==> src/rtl/wdisp_pkg.sv <==
package wdisp_pkg;

  localparam int BYTE_W = 8;

  typedef enum logic [2:0] {
    ST_IDLE,
    ST_ADDR,
    ST_CTRL,
    ST_DATA,
    ST_SKIP
  } frame_st_t;

  // Address accepted: fixed upper six bits, strap bit, write direction
  function automatic logic addr_hit(input logic [BYTE_W-1:0] b,
                                    input logic strap,
                                    input logic [5:0] fixed_hi);
    return (b[7:2] == fixed_hi) && (b[1] == strap) && !b[0];
  endfunction

  // Control byte bit 7: one data byte then another control byte
  function automatic logic ctrl_more(input logic [BYTE_W-1:0] b);
    return b[7];
  endfunction

  // Control byte bit 6: RAM destination when set
  function automatic logic ctrl_ram(input logic [BYTE_W-1:0] b);
    return b[6];
  endfunction

endpackage

==> src/rtl/wdisp_sync.sv <==
module wdisp_sync #(
  parameter int W      = 2,
  parameter int STAGES = 2
) (
  input  logic         clk,
  input  logic         rst_n,
  input  logic [W-1:0] din,
  output logic [W-1:0] dout
);

  logic [W-1:0] stg [STAGES];

  // Resets to ones: an idle bus reads high on both lines
  always_ff @(posedge clk or negedge rst_n) begin
    if (!rst_n) begin
      for (int i = 0; i < STAGES; i++) stg[i] <= '1;
    end else begin
      stg[0] <= din;
      for (int i = 1; i < STAGES; i++) stg[i] <= stg[i-1];
    end
  end

  assign dout = stg[STAGES-1];

endmodule

==> src/rtl/wdisp_busev.sv <==
module wdisp_busev (
  input  logic clk,
  input  logic rst_n,
  input  logic scl_s,
  input  logic sda_s,
  output logic scl_rise,
  output logic scl_fall,
  output logic start_evt,
  output logic stop_evt
);

  logic scl_q;
  logic sda_q;

  always_ff @(posedge clk or negedge rst_n) begin
    if (!rst_n) begin
      scl_q <= 1'b1;
      sda_q <= 1'b1;
    end else begin
      scl_q <= scl_s;
      sda_q <= sda_s;
    end
  end

  wire scl_held_high = scl_s && scl_q;

  assign scl_rise  = scl_s && !scl_q;
  assign scl_fall  = !scl_s && scl_q;
  assign start_evt = scl_held_high && sda_q && !sda_s;
  assign stop_evt  = scl_held_high && !sda_q && sda_s;

endmodule

==> src/rtl/wdisp_frame.sv <==
module wdisp_frame
  import wdisp_pkg::*;
#(
  parameter logic [5:0] ADDR_HI = 6'b011100
) (
  input  logic              clk,
  input  logic              rst_n,
  input  logic              scl_rise,
  input  logic              scl_fall,
  input  logic              start_evt,
  input  logic              stop_evt,
  input  logic              sda_bit,
  input  logic              strap,
  output logic              sda_oe,
  output logic              wr_strobe,
  output logic [BYTE_W-1:0] wr_data,
  output logic              wr_is_ram,
  output logic              byte_done,
  output frame_st_t         st
);

  localparam int CNT_W = $clog2(BYTE_W + 1);
  localparam logic [CNT_W-1:0] LAST_BIT = CNT_W'(BYTE_W - 1);
  localparam logic [CNT_W-1:0] FULL_CNT = CNT_W'(BYTE_W);

  logic [CNT_W-1:0]  bit_cnt;
  logic [BYTE_W-2:0] shreg;
  logic              nine;      // inside the acknowledge clock
  logic              ack_due;
  logic              more_q;
  logic              ram_q;

  wire [BYTE_W-1:0] rx_byte = {shreg, sda_bit};
  wire              bit_take = scl_rise && !nine && (bit_cnt < FULL_CNT);

  assign byte_done = (st != ST_IDLE) && bit_take && (bit_cnt == LAST_BIT);

  always_ff @(posedge clk or negedge rst_n) begin
    if (!rst_n) begin
      st        <= ST_IDLE;
      bit_cnt   <= '0;
      shreg     <= '0;
      nine      <= 1'b0;
      ack_due   <= 1'b0;
      more_q    <= 1'b0;
      ram_q     <= 1'b0;
      sda_oe    <= 1'b0;
      wr_strobe <= 1'b0;
      wr_data   <= '0;
      wr_is_ram <= 1'b0;
    end else begin
      wr_strobe <= 1'b0;
      if (start_evt || stop_evt) begin
        // a START (also a repeated one) re-arms matching; R8: STOP idles
        st      <= start_evt ? ST_ADDR : ST_IDLE;
        bit_cnt <= '0;
        nine    <= 1'b0;
        ack_due <= 1'b0;
        sda_oe  <= 1'b0;
      end else if (st != ST_IDLE) begin
        if (bit_take) begin
          shreg   <= rx_byte[BYTE_W-2:0];
          bit_cnt <= bit_cnt + 1'b1;
          if (bit_cnt == LAST_BIT) begin
            ack_due <= 1'b0;
            unique case (st)
              ST_ADDR: begin
                if (addr_hit(rx_byte, strap, ADDR_HI)) begin
                  ack_due <= 1'b1;
                  st      <= ST_CTRL;
                end else begin
                  st      <= ST_SKIP;
                end
              end
              ST_CTRL: begin
                ack_due <= 1'b1;
                more_q  <= ctrl_more(rx_byte);
                ram_q   <= ctrl_ram(rx_byte);
                st      <= ST_DATA;
              end
              ST_DATA: begin
                ack_due   <= 1'b1;
                wr_strobe <= 1'b1;
                wr_data   <= rx_byte;
                wr_is_ram <= ram_q;
                if (more_q) st <= ST_CTRL;
              end
              default: ;
            endcase
          end
        end else if (scl_fall) begin
          if (nine) begin
            // release on the fall that ends the acknowledge clock
            nine    <= 1'b0;
            sda_oe  <= 1'b0;
            bit_cnt <= '0;
          end else if (bit_cnt == FULL_CNT) begin
            nine   <= 1'b1;
            sda_oe <= ack_due;
          end
        end
      end
    end
  end

endmodule

==> src/rtl/wdisp_i2c_slave.sv <==
module wdisp_i2c_slave
  import wdisp_pkg::*;
#(
  parameter int         SYNC_STAGES = 2,
  parameter logic [5:0] ADDR_HI     = 6'b011100
) (
  input  logic              clk,
  input  logic              rst_n,
  input  logic              scl_in,
  input  logic              sda_in,
  input  logic              addr_strap,
  output logic              sda_oe,
  output logic              wr_strobe,
  output logic [BYTE_W-1:0] wr_data,
  output logic              wr_is_ram
);

  logic [1:0] line_s;
  logic       scl_s;
  logic       sda_s;
  logic       scl_rise;
  logic       scl_fall;
  logic       start_evt;
  logic       stop_evt;
  logic       byte_done;
  frame_st_t  frame_st;

  wdisp_sync #(.W(2), .STAGES(SYNC_STAGES)) u_sync (
    .clk  (clk),
    .rst_n(rst_n),
    .din  ({scl_in, sda_in}),
    .dout (line_s)
  );

  assign scl_s = line_s[1];
  assign sda_s = line_s[0];

  wdisp_busev u_busev (
    .clk      (clk),
    .rst_n    (rst_n),
    .scl_s    (scl_s),
    .sda_s    (sda_s),
    .scl_rise (scl_rise),
    .scl_fall (scl_fall),
    .start_evt(start_evt),
    .stop_evt (stop_evt)
  );

  wdisp_frame #(.ADDR_HI(ADDR_HI)) u_frame (
    .clk      (clk),
    .rst_n    (rst_n),
    .scl_rise (scl_rise),
    .scl_fall (scl_fall),
    .start_evt(start_evt),
    .stop_evt (stop_evt),
    .sda_bit  (sda_s),
    .strap    (addr_strap),
    .sda_oe   (sda_oe),
    .wr_strobe(wr_strobe),
    .wr_data  (wr_data),
    .wr_is_ram(wr_is_ram),
    .byte_done(byte_done),
    .st       (frame_st)
  );

endmodule

==> config.mk <==
export PLATFORM = sky130hd
export DESIGN_NAME = wdisp_i2c_slave
export DESIGN_NICKNAME = d
export VERILOG_FILES = /design/src/rtl/wdisp_pkg.sv /design/src/rtl/wdisp_sync.sv /design/src/rtl/wdisp_busev.sv /design/src/rtl/wdisp_frame.sv /design/src/rtl/wdisp_i2c_slave.sv
export SDC_FILE = /design/constraint.sdc
export NUM_CORES = 1
export LEC_CHECK = 0
export BUFFER_PORTS_ARGS = -buffer_cell sky130_fd_sc_hd__buf_4
export CORE_MARGIN = 1
export CORE_UTILIZATION = 45
export CTS_CLUSTER_SIZE = 30
export DETAILED_ROUTE_END_ITERATION = 10
export GPL_TIMING_DRIVEN = 1
export SLEW_MARGIN = 5
export SYNTH_ARGS = -nofsm -noshare
export SYNTH_HDL_FRONTEND = slang
export SYNTH_SLANG_ARGS = --single-unit
export TNS_END_PERCENT = 100
==> constraint.sdc <==
create_clock -name clk -period 5.4 [get_ports clk]
set_input_delay 0.27 -clock clk [delete_from_list [all_inputs] [get_ports clk]]
set_output_delay 0.27 -clock clk [all_outputs]
set_load 0.1 [all_outputs]
======== After elaboration in Yosys (flattened, before gate mapping) ========
Index checks and enable logic that the tools add are counted.
storage, ports and cells
  output and inout port bits .............. 11
  bits of input ports ..................... 5
  register bits after elaboration ......... 35
operators by class
  reductions and logical operators ........ 35
  equal/unequal tests ..................... 9
  muxes and demuxes ....................... 36
  $lt $le $gt $ge ......................... 1
  bitwise logic cells ..................... 1
  add/sub/neg operators ................... 1
operators with widths
  kind                   number
  $mux W1                23
  $mux W4                5
  $mux W3                6
  $reduce_and A5 Y1      3
  $reduce_and A3 Y1      4
  $reduce_bool A3 Y1     4
  $logic_and A1 B1 Y1    11
  $pmux W3 S3            1
  $reduce_bool A2 Y1     4
  $eq A3 B2 Y1 const B   2
  $eq A6 B5 Y1 const B   1
  $logic_not A1 Y1       5
  $add A4 B1 Y4 const B  1
  $eq A4 B3 Y1 const B   1
  $eq A4 B4 Y1 const B   1
  $lt A4 B4 Y1 const B   1
  $reduce_and A4 Y1      1
  $reduce_bool A4 Y1     1
  $eq A3 B1 Y1 const B   1
  $ne A3 B1 Y1 const B   1
  $ne A2 B2 Y1 const B   1
  $pmux W1 S2            1
  $reduce_or A2 Y1       1
  $eq A1 B1 Y1           1
  other kinds (2)        2

======== Longest topological paths before layout ========
Gate-level depths: netlist of run 1.
  depth in word-level cells ............... 9
  depth in mapped cells ................... 5
  depth with buffers taken out ............ 5

======== Modules after synthesis ========
Synthesis of run 1 repeated with hierarchy kept, for this count alone.
unflattened totals
  cells, all modules ...................... 121
  area total of the unflattened synthesis .. 1579.0 um^2
by module, submodules not included
  module       cells an instance  seq. area each (um^2)  area each (um^2)  times used
  wdisp_frame  109                725.7                  1373.8            1
  wdisp_sync   6                  105.1                  120.1             1
  wdisp_busev  6                  52.6                   85.1              1

======== Worst setup path after synthesis of run 1 ========
OpenSTA, ideal clock, no wires.
  path type ............................... reg-to-reg
  start point ............................. reg u_sync.stg (netlist bit u_sync.dout[1])
  end point ............................... reg u_frame.more_q
  clock period less this slack ............ 2054 ps
  cell stages (with the launch flop) ...... 6
  setup time .............................. 125 ps
  setup slack ............................. 3346 ps
  path buffers ............................ 1
  data arrival time ....................... 1930 ps
  path through ............................ dfstp_2 > or4b_1 > buf_2 > nor3_4 > and3b_2 > mux2_2
between the ends
  word-level cells in the longest chain between the ends .. 6
ends and longest elaborated chain
  what                                                        line                                  source
  start: declaration                                          wdisp_sync.sv:11                      logic [W-1:0] stg [STAGES];
  $logic_and A1 B1 Y1                                         wdisp_busev.sv:25                     wire scl_held_high = scl_s && scl_q;
  $logic_and A1 B1 Y1, on equally long branches (2 in a row)  wdisp_busev.sv:29, wdisp_busev.sv:30
  $logic_or A1 B1 Y1                                          wdisp_frame.sv:53                     if (start_evt || stop_evt) begin
  $not A1 Y1 (no line)                                        -
  $reduce_and A5 Y1 (no line) *                               -
  end signal: assignment                                      wdisp_frame.sv:77                     more_q <= ctrl_more(rx_byte);
  end: declaration                                            wdisp_frame.sv:30                     logic more_q;
Every way passes the cells marked *; elsewhere a longest branch is shown, timed or not.
A chain may end at the register's enable or synchronous reset.

======== Worst setup path after layout of run 1 ========
Same ends and word-level chain as after synthesis.

==> results of run 1 <==
## synthesized netlist by cell type (2+ instances only)
master / number / area [µm²]
or3_1: 2 / 12.51
nand3_1: 4 / 20.02
ha_1: 2 / 25.02
buf_2: 3 / 15.01
a31oi_1: 2 / 12.51
nand2_1: 8 / 30.03
o21ai_0: 2 / 10.01
nor2b_1: 3 / 18.77
a21oi_1: 3 / 15.01
nor2_1: 4 / 15.01
nand3b_1: 2 / 15.01
nor3_1: 2 / 10.01
inv_1: 4 / 15.01
dfrtp_1: 29 / 725.7
mux2_2: 20 / 225.2
dfstp_2: 6 / 157.7
## sequential cells by signal (all words and copies together) (netlist names), 2 cells and up
signal           count
u_frame.bit_cnt      4
u_frame.shreg        7
u_frame.st           3
u_frame.wr_data      8
u_sync.dout          2
u_sync.stg           2
## worst max path at each step
stage                                   startpoint                         end  slack, ns  depth (start not counted)
after floorplan           u_sync.dout[1]$_DFF_PN1_  u_frame.more_q$_DFFE_PN0P_       3.35                          5
after detailed placement  u_sync.dout[1]$_DFF_PN1_  u_frame.more_q$_DFFE_PN0P_       3.21                          4
final                     u_sync.dout[1]$_DFF_PN1_  u_frame.more_q$_DFFE_PN0P_       3.20                          4
after global placement    u_sync.dout[1]$_DFF_PN1_  u_frame.more_q$_DFFE_PN0P_       3.25                          4
after global routing      u_sync.dout[1]$_DFF_PN1_  u_frame.more_q$_DFFE_PN0P_       3.10                          4
after CTS                 u_sync.dout[1]$_DFF_PN1_  u_frame.more_q$_DFFE_PN0P_       3.20                          4
## cells by family after synthesis
kind of cell | synth area share
DFF | 0.5811
and+or+nand+nor | 0.1531
buffers and inverters | 0.01975
AOI/OAI and AO/OA | 0.06996
xor gates and xnor gates | 0.01152
adders and majority gates | 0.01646
muxes | 0.1482
## metal layers
| metal | global-route usage | up-vias | routed length, µm |
|---|---|---|---|
| met5 | 0 | - | 0 |
| met4 | 0.06977 | 0 | 45 |
| met3 | 0.05844 | 6 | 118 |
| met2 | 0.2543 | 20 | 1180 |
| met1 | 0.2048 | 470 | 1087 |
| li1 | - | 464 | - |
## per-stage QoR
| step | hold WS (ns) | cells | total power [W] |
|---|---|---|---|
| finish | 0.03007 | 182 | 0.0005685 |
| CTS | 0.01063 | 182 | 0.0005787 |
| floorplan | -0.02559 | 117 | 0.0004120 |
| global route | 0.0003365 | 182 | 0.0006080 |
| global placement | 0.2394 | 173 | 0.0004399 |
| detailed placement | 0.2471 | 173 | 0.0004424 |
## final cells by class
type,count,area [µm²]
clock buffer,5,37.54
clock inverter,3,15.01
fill,281,1393
inverter,4,15.01
multi-input combinational,75,606.8
sequential,35,883.3
tap,44,55.05
timing repair buffer,16,122.6
## power breakdown
part,internal (W),total [W],switching (W)
combinational,0.0000505,0.0000928,0.0000423
sequential,0.000301,0.000342,0.0000409
clock,0.0000484,0.000133,0.0000850
## what timing repair did
| action | 4_1_cts | 5_1_grt |
|---|---|---|
| setup endpoints to repair | 0 | 0 |
| hold buffers | 1 | 0 |
| gates resized for setup | 0 | 0 |
| endpoints found under the hold margin | 29 | 0 |
==> flow_metrics.env, run 1 <==
export IMPL_status="complete, no violations"
export IMPL_worstSetupPathType="flop to flop"
export IMPL_rsz0062_at_grt="false"
export IMPL_post_route_period_util=0.4075
export IMPL_path_delay_family="simple AND/OR/NAND/NOR gates"
export IMPL_critical_path_required_ns=5.63
export IMPL_drc=0
export IMPL_htreeDepth=2
export IMPL_skew_ns=0.006665
export IMPL_place_area_um2=1673
export IMPL_slowest_stage="dfstp_2"
export IMPL_ant_nets=0
export IMPL_max_cap_viol_count=0
export IMPL_clk_path_buf_depth=2
export IMPL_setup_tns_final_ns=0
export IMPL_syn_area_um2=1520
export IMPL_hp_start="scl_in"
export IMPL_core_um2=3128
export IMPL_critical_path_arrival_ns=2.43
export IMPL_cp_slowest_stage_delay_ns=0.60
export IMPL_area_growth_pct=14.16
export IMPL_routed_wl_mm=2.432
export IMPL_fin_ws_ns=3.200
export IMPL_diodes=0
export IMPL_mostFrequentLayoutCells="dfrtp_1, mux2_2, buf_4, nand2_1, dfstp_2"
export IMPL_grt_max_degree=36
export IMPL_critPathBufInv=0
export IMPL_cts_tree="yes"
export IMPL_nets=144
export IMPL_ys_types=37
export IMPL_final_area_um2=1735
export IMPL_finalSetupViolations=0
export IMPL_min_path_type="input pin to flop"
export IMPL_antenna_found_initial=0
export IMPL_die_h_um=60.12
export IMPL_avgSynthCellArea_um2=12.99
export IMPL_syn_num_nets=124
export IMPL_grt_pass1_vias=924
export IMPL_max_slew_margin=0.5201
export IMPL_clk_latency_ns=0.33
export IMPL_hpwl_mm=1.684
export IMPL_synth_flop_cell="dfrtp_1"
export IMPL_reg2reg_setup_slack_ns=3.20
export IMPL_drt_iter0_markers=29
export IMPL_yosys_warnings=0
export IMPL_crit_path_end_kind="flop"
export IMPL_cts_buffers=5
export IMPL_pre_cts_slack_ns=3.214
export IMPL_rows=20
export IMPL_timing_hold_violations_final=0
export IMPL_drt_wirelength_per_cell_um=13.36
export IMPL_async_flop_share=1.000
export IMPL_ys_seq_area_frac=0.5811
export IMPL_period_needed_ns=2.200
export IMPL_die_w_um=60.12
export IMPL_path_clk_slew_ns=0.10
export IMPL_dr_pass1_iters=4
export IMPL_r2r_end="u_frame.more_q$_DFFE_PN0P_"
export IMPL_r2r_start="u_sync.dout[1]$_DFF_PN1_"
export IMPL_dieArea_um2=3614
export IMPL_clock_sinks=35
export IMPL_gr_total_overflow=0
export IMPL_startpoint_type="flop"
export IMPL_cts_root_buf="clkbuf_4"
export IMPL_worstRegToRegCells=4
export IMPL_max_freq_ghz=0.4545
export IMPL_start_util=0.4860
export IMPL_whs_path_depth=1
export IMPL_ys_ff_latch=35
export IMPL_ir_drop_mv=0.2084
export IMPL_worst_hold_path_endpoint="u_sync.stg[3]$_DFF_PN1_"
export IMPL_boundaryPins=16
export IMPL_synth_edf_count=0
export IMPL_crit_chain="or4b_1 -> nor3_4 -> and3b_2 -> mux2_2"
export IMPL_io_buffers=15
export IMPL_power_density_nw_per_um2=327.6
export IMPL_leakage_nw=0.8207
export IMPL_gr_usage_all_layers=0.1635
export IMPL_drive_gt1_frac=0.3913
export IMPL_final_core_util=0.5548
export IMPL_vias=960
export IMPL_critPathMaxFanout=7
export IMPL_tightest_slew_ns=0.7098
export IMPL_grt_pass1_wl_mm=4.188
export IMPL_gp_congestion=0.8734
export IMPL_syn_inst=117
export IMPL_viasPerCell=5.275
export IMPL_cts_setup_buffers=0
export IMPL_drv_slew=0
export IMPL_final_common_cell="dfrtp_1"
(Power assumes the default switching activity.)
==> run 2: changes to the inputs <==
Settings changed: PLACE_DENSITY set to 0.66.
Clock period 5.4 ns to 2.01 ns, I/O delays scaled along.
==> run 2 against run 1 <==
Against the previous run:
- die area is the same
- sequential power increased to 2.7 times the previous value
- setup slack worse by 3.1 ns
- total power rose to 2.8 times the previous value
- combinational power rose to 3.0 times the previous value
- critical path type unchanged
- largest power group unchanged
==> flow_metrics.env, run 2 (synthesis results as in run 1) <==
export IMPL_path_clk_slew_ns=0.10
export IMPL_clock_sinks=35
export IMPL_start_util=0.4860
export IMPL_r2r_start="u_sync.dout[1]$_DFF_PN1_"
export IMPL_nets=156
export IMPL_final_common_cell="dfrtp_1"
export IMPL_cts_buffers=5
export IMPL_clk_path_buf_depth=2
export IMPL_area_growth_pct=22.47
export IMPL_critical_path_arrival_ns=2.17
export IMPL_gr_total_overflow=0
export IMPL_max_cap_viol_count=0
export IMPL_timing_hold_violations_final=0
export IMPL_mostFrequentLayoutCells="dfrtp_1, buf_4, mux2_2, nand2_1, dfstp_2"
export IMPL_htreeDepth=2
export IMPL_setup_tns_final_ns=0
export IMPL_antenna_found_initial=0
export IMPL_drt_wirelength_per_cell_um=13.89
export IMPL_drt_iter0_markers=28
export IMPL_r2r_end="u_frame.ram_q$_DFFE_PN0P_"
export IMPL_gp_congestion=0.7931
export IMPL_drv_slew=0
export IMPL_cts_root_buf="clkbuf_4"
export IMPL_finalSetupViolations=0
export IMPL_dr_pass1_iters=4
export IMPL_period_needed_ns=1.947
export IMPL_rows=20
export IMPL_largest_reg_flops=8
export IMPL_dieArea_um2=3614
export IMPL_viasPerCell=5.237
export IMPL_grt_pass1_vias=1062
export IMPL_max_freq_ghz=0.5135
export IMPL_highest_layer="met4"
export IMPL_crit_path_end_kind="flop"
export IMPL_top_regs="u_frame.wr_data (8), u_frame.shreg (7), u_frame.bit_cnt (4)"
export IMPL_reg2reg_setup_slack_ns=0.06
export IMPL_grt_pass1_wl_mm=4.657
export IMPL_min_path_type="input pin to async pin"
export IMPL_boundaryPins=16
export IMPL_routed_wl_mm=2.695
export IMPL_wl_met1_mm=1.132
export IMPL_skew_ns=0.007886
export IMPL_core_um2=3128
export IMPL_dr_wl_met3_um=109
export IMPL_rsz0062_at_grt="false"
export IMPL_die_w_um=60.12
export IMPL_diodes=0
export IMPL_largest_register="u_frame.wr_data"
export IMPL_critical_path_required_ns=2.23
export IMPL_final_area_um2=1862
export IMPL_worstSetupPathType="flop to flop"
export IMPL_ir_drop_mv=0.4643
export IMPL_status="complete, no violations"
export IMPL_clk_latency_ns=0.34
export IMPL_gr_usage_all_layers=0.1833
export IMPL_met2_length_mm=1.372
export IMPL_leakage_nw=0.8882
export IMPL_final_core_util=0.5952
export IMPL_hpwl_mm=1.878
export IMPL_vias=1016
export IMPL_critPathMaxFanout=3
export IMPL_ant_nets=0
export IMPL_drive_gt1_frac=0.4267
export IMPL_max_slew_margin=0.7206
export IMPL_grt_max_degree=36
export IMPL_post_route_period_util=0.9688
export IMPL_worstRegToRegCells=4
export IMPL_startpoint_type="flop"
export IMPL_power_density_nw_per_um2=854.3
export IMPL_io_buffers=15
export IMPL_die_h_um=60.12
export IMPL_drc=0
export IMPL_cts_tree="yes"
export IMPL_place_area_um2=1738
export IMPL_tightest_slew_ns=0.4159
-- run 2: cell count changes in the layout (fill, tap and decap cells not counted) --
cell / delta
buf_12: +1
buf_4: +9
clkbuf_1: +1
clkbuf_8: +1
clkinv_2: -2
dlygate4sd3_1: +2
mux2_2: -2
mux2_4: +2
or4b_1: -1
or4b_4: +1
-- run 2: per-layer routing --
| layer | vias to the layer above | global-route usage |
|---|---|---|
| met5 | - | 0 |
| met4 | 0 | 0.09967 |
| met3 | 12 | 0.06926 |
| met2 | 18 | 0.3046 |
| met1 | 498 | 0.2006 |
| li1 | 488 | - |
-- run 2: metrics by stage --
| stage | total power (W) | std cells | hold slack, ns | setup WS [ns] |
|---|---|---|---|---|
| after floorplan | 0.001107 | 117 | -0.1951 | 0.003957 |
| after global placement | 0.001194 | 180 | 0.06747 | 0.06448 |
| after detailed placement | 0.001206 | 180 | 0.06953 | 0.03482 |
| after CTS | 0.001607 | 191 | 0.2411 | 0.008676 |
| after global routing | 0.001686 | 194 | 0.2714 | 0.002631 |
| final | 0.001590 | 194 | 0.2280 | 0.06268 |
-- run 2: critical path, stage by stage (launching register included) --
cell     delay [ns]
dfstp_2        0.54
or4b_4         0.48
nor3_4         0.26
and3b_2        0.26
mux2_4         0.30
-- run 2: area by class of cell --
cell class	instances	area, µm²
sequential	35	883.3
timing repair buffer	28	230.2
fill	271	1266
clock buffer	7	55.05
multi-input combinational	75	618.1
clock inverter	1	5.005
inverter	4	15.01
tap	44	55.05
-- run 2: power breakdown --
| group | internal (W) | switching (W) | total [W] |
|---|---|---|---|
| registers | 0.000809 | 0.000114 | 0.000923 |
| logic | 0.000154 | 0.000123 | 0.000276 |
| clock network | 0.000169 | 0.000221 | 0.000391 |
| total | 0.00113 | 0.000458 | 0.00159 |
-- run 2: how the worst max path moves through the flow --
stage                              from                          to  slack (ns)  cells past startpoint
4_1_cts        u_sync.dout[1]$_DFF_PN1_   u_frame.ram_q$_DFFE_PN0P_       0.009                      4
2_1_floorplan  u_sync.dout[1]$_DFF_PN1_  u_frame.more_q$_DFFE_PN0P_       0.004                      5
3_3_place_gp   u_sync.dout[1]$_DFF_PN1_  u_frame.more_q$_DFFE_PN0P_        0.06                      4
6_report       u_sync.dout[1]$_DFF_PN1_   u_frame.ram_q$_DFFE_PN0P_        0.06                      4
5_1_grt        u_sync.dout[1]$_DFF_PN1_   u_frame.ram_q$_DFFE_PN0P_       0.003                      4
3_5_place_dp   u_sync.dout[1]$_DFF_PN1_   u_frame.ram_q$_DFFE_PN0P_        0.03                      4
-- run 2: timing repair --
item	CTS	global route
setup buffers	0	3
endpoints found under the hold margin	31	0
gates resized for setup	0	3
setup endpoints to repair	0	11
hold buffers	3	0
==> run 3: changes to the inputs <==
Settings changed: RECOVER_POWER set to 50.
==> run 3 against run 2 <==
Against the previous run:
- cell area is 0.13% lower
- clock skew barely moved
- die area unchanged
- critical path depth stayed put
- clock-buffer cell count stayed put
- sequential share of layout area increased by 0.064 points
- first-iteration DRC count unchanged
- clock power about the same
- global-route usage stayed put
- sequential power hardly changed
- routed wire length decreased by 0.19%
- sequential cell count unchanged
==> flow_metrics.env, run 3 (synthesis results as in run 1) <==
export IMPL_status="complete, no violations"
export IMPL_largest_register="u_frame.wr_data"
export IMPL_dr_pass1_iters=4
export IMPL_hold_slack_ns=0.3581
export IMPL_drive_gt1_frac=0.4200
export IMPL_worstSetupPathType="flop to flop"
export IMPL_period_needed_ns=1.947
export IMPL_max_cap_viol_count=0
export IMPL_routed_wl_mm=2.690
export IMPL_multiInputGateArea_um2=618.1
export IMPL_nets=156
export IMPL_crit_path_end_kind="flop"
export IMPL_timing_hold_violations_final=0
export IMPL_clock_sinks=35
export IMPL_critPathMaxFanout=3
export IMPL_rows=20
export IMPL_path_clk_slew_ns=0.10
export IMPL_gr_usage_all_layers=0.1833
export IMPL_leakage_nw=0.8866
export IMPL_die_h_um=60.12
export IMPL_boundaryPins=16
export IMPL_startpoint_type="flop"
export IMPL_max_freq_ghz=0.5136
export IMPL_area_growth_pct=22.30
export IMPL_io_buffers=15
export IMPL_rsz0062_at_grt="false"
export IMPL_fillCellCount=272
export IMPL_skew_ns=0.007649
export IMPL_grt_pass1_vias=1062
export IMPL_placed_cells=180
export IMPL_tightest_slew_ns=0.8047
export IMPL_setup_tns_final_ns=0
export IMPL_power_density_nw_per_um2=854.5
export IMPL_seqCellArea_um2=883.3
export IMPL_cts_tree="yes"
export IMPL_diodes=0
export IMPL_critical_path_arrival_ns=2.17
export IMPL_drv_slew=0
export IMPL_cts_root_buf="clkbuf_4"
export IMPL_finalNonFillerCells=194
export IMPL_gr_total_overflow=0
export IMPL_finalSetupViolations=0
export IMPL_clk_latency_ns=0.34
export IMPL_min_path_type="input pin to flop"
export IMPL_clk_path_buf_depth=2
export IMPL_start_util=0.4860
export IMPL_viasPerCell=5.237
export IMPL_gp_congestion=0.7931
export IMPL_dieArea_um2=3614
export IMPL_htreeDepth=2
export IMPL_vias=1016
export IMPL_critical_path_required_ns=2.23
export IMPL_max_slew_margin=0.4635
export IMPL_drt_wirelength_per_cell_um=13.87
export IMPL_antenna_found_initial=0
export IMPL_final_core_util=0.5944
export IMPL_grt_pass1_wl_mm=4.657
export IMPL_ir_drop_mv=0.4640
export IMPL_grt_max_degree=36
export IMPL_die_w_um=60.12
export IMPL_largest_reg_flops=8
export IMPL_core_um2=3128
export IMPL_mostFrequentLayoutCells="dfrtp_1, buf_4, mux2_2, nand2_1, clkbuf_4"
export IMPL_hpwl_mm=1.878
export IMPL_post_route_period_util=0.9686
export IMPL_drt_iter0_markers=28
export IMPL_ant_nets=0
export IMPL_drc=0
export IMPL_cts_buffers=5
export IMPL_top_regs="u_frame.wr_data (8), u_frame.shreg (7), u_frame.bit_cnt (4)"
export IMPL_final_common_cell="dfrtp_1"
[run 3: changes by cell type in the layout (fill, tap and decap cells not counted), sizes merged]
cell / change
clkbuf: +3
buf: -3
[run 3: where the power goes]
group | internal, W | switching (W)
logic | 0.000153 | 0.000123
registers | 0.000809 | 0.000114
clock network | 0.000169 | 0.000221
[run 3: metal layers]
layer / global-route usage / vias to the layer above / routed length [µm]
met3: 0.06926 / 12 / 109
met2: 0.3046 / 18 / 1369
li1: - / 488 / -
met1: 0.2006 / 498 / 1130
met5: 0 / - / 0
met4: 0.09967 / 0 / 80
[run 3: what timing repair did]
action	4_1_cts	5_1_grt
setup buffers	0	3
resized for setup	0	3
hold buffers	3	0
endpoints found under the setup margin	0	11
endpoints found under the hold margin	31	0
[run 3: final timing paths]
path,startpoint,to,slack [ns],cells past startpoint
min reg2reg,u_sync.stg[2]$_DFF_PN1_,u_sync.dout[0]$_DFF_PN1_,0.37,0
min in group asynchronous,rst_n,u_frame.sda_oe$_DFFE_PN0P_,0.38,2
max in group asynchronous,rst_n,u_frame.wr_data[7]$_DFFE_PN0P_,1.12,2
max,u_sync.dout[1]$_DFF_PN1_,u_frame.ram_q$_DFFE_PN0P_,0.06,4
min,addr_strap,u_frame.st[1]$_DFFE_PN0P_,0.36,5
max reg2reg,u_sync.dout[1]$_DFF_PN1_,u_frame.ram_q$_DFFE_PN0P_,0.06,4
[run 3: worst max-delay path: stages (launching register included)]
cell,delay [ns]
dfstp_2,0.54
or4b_4,0.48
nor3_4,0.26
and3b_2,0.26
mux2_4,0.30
[run 3: area by class of cell]
cell class	count	area share
Timing Repair Buffer	28	0.1225
Clock buffer	7	0.02961
Inverter	4	0.008075
Tap cell	44	0.02961
Multi-Input combinational cell	75	0.3324
Sequential cell	35	0.4751
Clock inverter	1	0.002692
[run 3: per-stage QoR]
step | power (W) | setup WS (ns) | cell area, µm²
final | 0.001589 | 0.06303 | 1859
after CTS | 0.001607 | 0.008676 | 1828
after global routing | 0.001685 | 0.002631 | 1859
after global placement | 0.001194 | 0.06448 | 1738
after floorplan | 0.001107 | 0.003957 | 1520
after detailed placement | 0.001206 | 0.03482 | 1738
